[src/rtl/can_errstate_pkg.sv]
package can_errstate_pkg;

    localparam int REG_W   = 8;
    localparam int BIT_WAKE = 7;
    localparam int BIT_CHG  = 6;
    localparam int BIT_OVR  = 1;
    localparam int BIT_RXF  = 0;

    typedef enum logic [1:0] {
        BS_OK      = 2'b00,
        BS_WARN    = 2'b01,
        BS_PASSIVE = 2'b10,
        BS_OFF     = 2'b11
    } bus_state_e;

    // Packed in register order, MSB first
    typedef struct packed {
        logic       wake;
        logic       chg;
        bus_state_e rx;
        bus_state_e tx;
        logic       ovr;
        logic       rxf;
    } flagreg_t;

endpackage

[src/rtl/can_errstate_classify.sv]
module can_errstate_classify
    import can_errstate_pkg::*;
#(
    parameter int CNT_W       = 9,
    parameter int WARN_LIM    = 96,
    parameter int PASSIVE_LIM = 127,
    parameter int BUSOFF_LIM  = 255
) (
    input  logic [CNT_W-1:0] cnt_i,
    output bus_state_e       state_o
);

    localparam logic [CNT_W-1:0] WARN_C    = CNT_W'(WARN_LIM);
    localparam logic [CNT_W-1:0] PASSIVE_C = CNT_W'(PASSIVE_LIM);
    localparam logic [CNT_W-1:0] BUSOFF_C  = CNT_W'(BUSOFF_LIM);

    always_comb begin
        if (cnt_i <= WARN_C)         state_o = BS_OK;
        else if (cnt_i <= PASSIVE_C) state_o = BS_WARN;
        else if (cnt_i <= BUSOFF_C)  state_o = BS_PASSIVE;
        else                         state_o = BS_OFF;
    end

endmodule

[src/rtl/can_errstate_events.sv]
module can_errstate_events
    import can_errstate_pkg::*;
(
    input  logic             sleep_mode,
    input  logic             wake_en,
    input  logic             bus_activity,
    input  logic             overrun_evt,
    input  logic             rx_full_evt,
    input  logic             wr_en,
    input  logic [REG_W-1:0] wr_data,
    input  logic             wr_open,
    output logic [REG_W-1:0] set_mask,
    output logic [REG_W-1:0] clr_mask
);

    localparam logic [REG_W-1:0] W1C_MASK =
        REG_W'((1 << BIT_WAKE) | (1 << BIT_CHG) | (1 << BIT_OVR) | (1 << BIT_RXF));

    always_comb begin
        set_mask           = '0;
        set_mask[BIT_WAKE] = bus_activity & sleep_mode & wake_en;
        set_mask[BIT_OVR]  = overrun_evt;
        set_mask[BIT_RXF]  = rx_full_evt;
        clr_mask           = (wr_en && wr_open) ? (wr_data & W1C_MASK) : '0;
    end

endmodule

[src/rtl/can_errstate_flags.sv]
module can_errstate_flags
    import can_errstate_pkg::*;
#(
    parameter int CNT_W       = 9,
    parameter int WARN_LIM    = 96,
    parameter int PASSIVE_LIM = 127,
    parameter int BUSOFF_LIM  = 255
) (
    input  logic             clk,
    input  logic             rst_n,
    input  logic [CNT_W-1:0] tx_err_cnt,
    input  logic [CNT_W-1:0] rx_err_cnt,
    input  logic             init_req,
    input  logic             init_ack,
    input  logic             sleep_mode,
    input  logic             wake_en,
    input  logic             bus_activity,
    input  logic             overrun_evt,
    input  logic             rx_full_evt,
    input  logic             wr_en,
    input  logic [7:0]       wr_data,
    output logic [7:0]       rd_data
);

    bus_state_e        rx_raw, tx_raw, rx_calc, tx_calc;
    logic              init_active, wr_open;
    logic [REG_W-1:0]  set_mask, clr_mask;
    flagreg_t          reg_d, reg_q;

    assign init_active = init_req & init_ack;
    assign wr_open     = ~init_req & ~init_ack;

    can_errstate_classify #(
        .CNT_W(CNT_W), .WARN_LIM(WARN_LIM),
        .PASSIVE_LIM(PASSIVE_LIM), .BUSOFF_LIM(BUSOFF_LIM)
    ) u_rx_class (
        .cnt_i   (rx_err_cnt),
        .state_o (rx_raw)
    );

    can_errstate_classify #(
        .CNT_W(CNT_W), .WARN_LIM(WARN_LIM),
        .PASSIVE_LIM(PASSIVE_LIM), .BUSOFF_LIM(BUSOFF_LIM)
    ) u_tx_class (
        .cnt_i   (tx_err_cnt),
        .state_o (tx_raw)
    );

    can_errstate_events u_events (
        .sleep_mode   (sleep_mode),
        .wake_en      (wake_en),
        .bus_activity (bus_activity),
        .overrun_evt  (overrun_evt),
        .rx_full_evt  (rx_full_evt),
        .wr_en        (wr_en),
        .wr_data      (wr_data),
        .wr_open      (wr_open),
        .set_mask     (set_mask),
        .clr_mask     (clr_mask)
    );

    // Bus-off is a transmitter condition mirrored into the receiver field;
    // the receiver alone never goes beyond the passive range.
    always_comb begin
        tx_calc = tx_raw;
        if (tx_raw == BS_OFF)      rx_calc = BS_OFF;
        else if (rx_raw == BS_OFF) rx_calc = BS_PASSIVE;
        else                       rx_calc = rx_raw;
    end

    always_comb begin
        reg_d = reg_q;
        if (init_active) begin
            reg_d.wake = 1'b0;
            reg_d.chg  = 1'b0;
            reg_d.ovr  = 1'b0;
            reg_d.rxf  = 1'b0;
        end else begin
            reg_d.wake = set_mask[BIT_WAKE] | (reg_q.wake & ~clr_mask[BIT_WAKE]);
            reg_d.ovr  = set_mask[BIT_OVR]  | (reg_q.ovr  & ~clr_mask[BIT_OVR]);
            reg_d.rxf  = set_mask[BIT_RXF]  | (reg_q.rxf  & ~clr_mask[BIT_RXF]);
            if (reg_q.chg) begin
                reg_d.chg = ~clr_mask[BIT_CHG];
            end else if ((rx_calc != reg_q.rx) || (tx_calc != reg_q.tx)) begin
                reg_d.chg = 1'b1;
                reg_d.rx  = rx_calc;
                reg_d.tx  = tx_calc;
            end
        end
    end

    always_ff @(posedge clk or negedge rst_n) begin
        if (!rst_n) reg_q <= '0;
        else        reg_q <= reg_d;
    end

    assign rd_data = reg_q;

endmodule

[config.mk]
export PLATFORM = sky130hd
export DESIGN_NAME = can_errstate_flags
export DESIGN_NICKNAME = d
export VERILOG_FILES = /design/src/rtl/can_errstate_pkg.sv /design/src/rtl/can_errstate_classify.sv /design/src/rtl/can_errstate_events.sv /design/src/rtl/can_errstate_flags.sv
export SDC_FILE = /design/constraint.sdc
export NUM_CORES = 1
export LEC_CHECK = 0
export BUFFER_PORTS_ARGS = -buffer_cell sky130_fd_sc_hd__buf_2
export CAP_MARGIN = 20
export CORE_MARGIN = 3
export CORE_UTILIZATION = 40
export CTS_CLUSTER_DIAMETER = 80
export DETAILED_ROUTE_END_ITERATION = 10
export GPL_ROUTABILITY_DRIVEN = 1
export PLACE_DENSITY_LB_ADDON = 0.3
export SLEW_MARGIN = 10
export SYNTH_ARGS = -nofsm -noshare
export SYNTH_HDL_FRONTEND = slang
export SYNTH_SLANG_ARGS = --single-unit
[constraint.sdc]
create_clock -name clk -period 2.1 [get_ports clk]
set_input_delay 0 -clock clk [delete_from_list [all_inputs] [get_ports clk]]
set_output_delay 0 -clock clk [all_outputs]
set_load 0.1 [all_outputs]
==> flow_metrics.tcl <==
set metrics [dict create \
    grt_max_degree 10 \
    status "complete, but fails checks" \
    globalRouteOverflowTotal 0 \
    yosys_warnings 0 \
    syn_to_final_growth_pct 43.29 \
    fin_nets 133 \
    synth_most_common_cell "a21oi_1" \
    synth_edf_count 0 \
    wl_per_cell_um 13.87 \
    slew_headroom 0.6737 \
    synth_top_area_frac 0.3704 \
    grt_first_pass_wirelength_um 2346 \
    fp.dieH_um 42.76 \
    rsz0062_at_grt "no" \
    ant_nets 0 \
    drv_cap 0 \
    syn-cell-area_um2 540.5 \
    cts.sinks 8 \
    hold_buffers 1 \
    via_count 589 \
    fin_worst_skew_ns 0.01562 \
    ioPinCount 44 \
    antenna_found_initial 0 \
    htree_levels 1 \
    avgSynthCellArea_um2 10.20 \
    gp_congestion 0.7250 \
    die_x_um 42.76 \
    hold_path_class "input pin to flop" \
    critical_path.max_fanout 6 \
    cts.repair.resized 0 \
    io_buffer_count 39 \
    irDropWorstVdd_mv 0.6784 \
    ys_types 21 \
    cts_setup_buffers 0 \
    ys_seq_area_frac 0.3704 \
    violations "hold timing" \
    end_kind "flop" \
    async_flop_share 1.000 \
    largest_register_ffs 8 \
    synthTopCellsByCount "a21oi_1 (9), dfrtp_1 (8), nand2_1 (6)" \
    synth_fp_nets 89 \
    critical_path_class "flop to flop" \
    dp_hpwl_um 1221 \
    wirelength_um 1512 \
    clkTransAtPathRegs_ns 0.06 \
    fp.dieArea_mm2 0.001828 \
    cts_root_buf "clkbuf_4" \
    cp-start-kind "flop" \
    worst_pin_slew_ns 0.4928 \
    core_area_mm2 0.001186 \
    whs_ns -0.002503 \
    p_leak_nw 0.3575 \
    fill_cells 101 \
    grt_pass1_vias 547 \
    start_util 0.4557 \
    core.rowCount 12 \
    drive_above_1_share 0.5158 \
    synth_top_cells_by_area "dfrtp_1 (37%), a21oi_1 (8.3%), nor4_4 (7.9%)" \
    period_needed_ns 1.355 \
    final_util 0.6530 \
    power_density_mw_per_mm2 909.7 \
    setup_tns_ns 0 \
    ys.flop_type "dfrtp_1" \
    numCtsBuffers 3 \
    drt-initial-drc-count 22 \
    setup_violations 0 \
    clock.fmax_ghz 0.7378 \
    vias_per_cell 5.404 \
    cts_tree "yes" \
    n_antenna_cell 0 \
    track_usage 0.1713 \
    drc_errors 0 \
    fin_crit_sh 0.6454 \
    ys_seq_elements 8 \
    cp.arrival_ns 1.49 \
    fin_cells 109 \
    cp.required_ns 2.24 \
    yosys.area.top_type "dfrtp_1" \
    insertion_delay_ns 0.27 \
    drv_slew 0 \
    final-hold-violation-count 1 \
    dpl.cell_count 105 \
    clk_path_buf_depth 2 \
    dr.pass1.iters 4 \
    synthCells 53 \
]
[power breakdown]
group / leakage, nW / internal [W] / total [W] / switching, W
clock network: 0.0138 / 0.0000657 / 0.000123 / 0.0000569
logic: 0.253 / 0.0000830 / 0.000370 / 0.000287
registers: 0.0902 / 0.000182 / 0.000212 / 0.0000296
[kinds of logic after synthesis]
family                    count (synthesis)  synth area share
AOI/OAI and AO/OA                        23            0.3009
and+or+nand+nor                          19            0.2477
DFF                                       8            0.3704
xor gates and xnor gates                  2           0.06018
buffers and inverters                     1           0.02083
[final cells by class]
| class | count | area, um^2 | share of cell area |
|---|---|---|---|
| Multi-Input combinational cell | 44 | 329.1 | 0.4249 |
| Clock buffer | 3 | 22.52 | 0.02908 |
| Timing Repair Buffer | 40 | 205.2 | 0.2649 |
| Sequential cell | 8 | 200.2 | 0.2585 |
| Tap cell | 14 | 17.52 | 0.02262 |
[critical path: stages (launching register included)]
cell,delay [ns]
dfrtp_1,0.43
nor4_1,0.19
o21ai_1,0.09
a21boi_1,0.17
o211ai_2,0.14
o21a_1,0.19
[path summary, 6_finish.rpt]
check / startpoint / endpoint / slack (ns) / cells past startpoint
max in group asynchronous: rst_n / rd_data[6] / 1.82 / 2
min in group asynchronous: rst_n / rd_data[5] / 0.10 / 2
max reg2reg: rd_data[5] / rd_data[6] / 0.74 / 5
min reg2reg: rd_data[1] / rd_data[1] / 0.54 / 2
max: rd_data[5] / rd_data[6] / 0.74 / 5
min: rx_full_evt / rd_data[0] / -0.003 / 3
[stage by stage]
step	area, um^2	total power (W)	setup slack, ns	hold slack [ns]
3_5_place_dp	742.0	0.0005830	0.7622	-0.1514
5_1_grt	774.5	0.0007347	0.6270	0.03844
4_1_cts	774.5	0.0007046	0.7542	0.01027
3_3_place_gp	742.0	0.0005750	0.7867	-0.1537
6_report	774.5	0.0007046	0.7447	-0.002503
2_1_floorplan	540.5	0.0004968	0.2347	-0.2956
[layer usage]
layer | vias to the layer above | global-route usage | part of all wire
li1 | 293 | - | -
met1 | 260 | 0.2037 | 0.39
met2 | 29 | 0.2784 | 0.49
met3 | 7 | 0.05508 | 0.083
met4 | 0 | 0.07453 | 0.030
met5 | - | 0 | 0
[placed cells by master, fill, tap and decap left out, drive strengths merged]
cell type / n
buf: 39
a21oi: 9
dfrtp: 8
nand2: 6
o21ai: 4
nor4: 4
o21a: 3
nor3: 3
clkbuf: 3
nor2: 2
o2bb2ai: 2
xor2: 2
a32oi: 2
a21boi: 1
and4bb: 1
and3b: 1
o211ai: 1
nor3b: 1
a21o: 1
nand3: 1
dlygate4sd3: 1
Power figures use the tool's default switching activity.
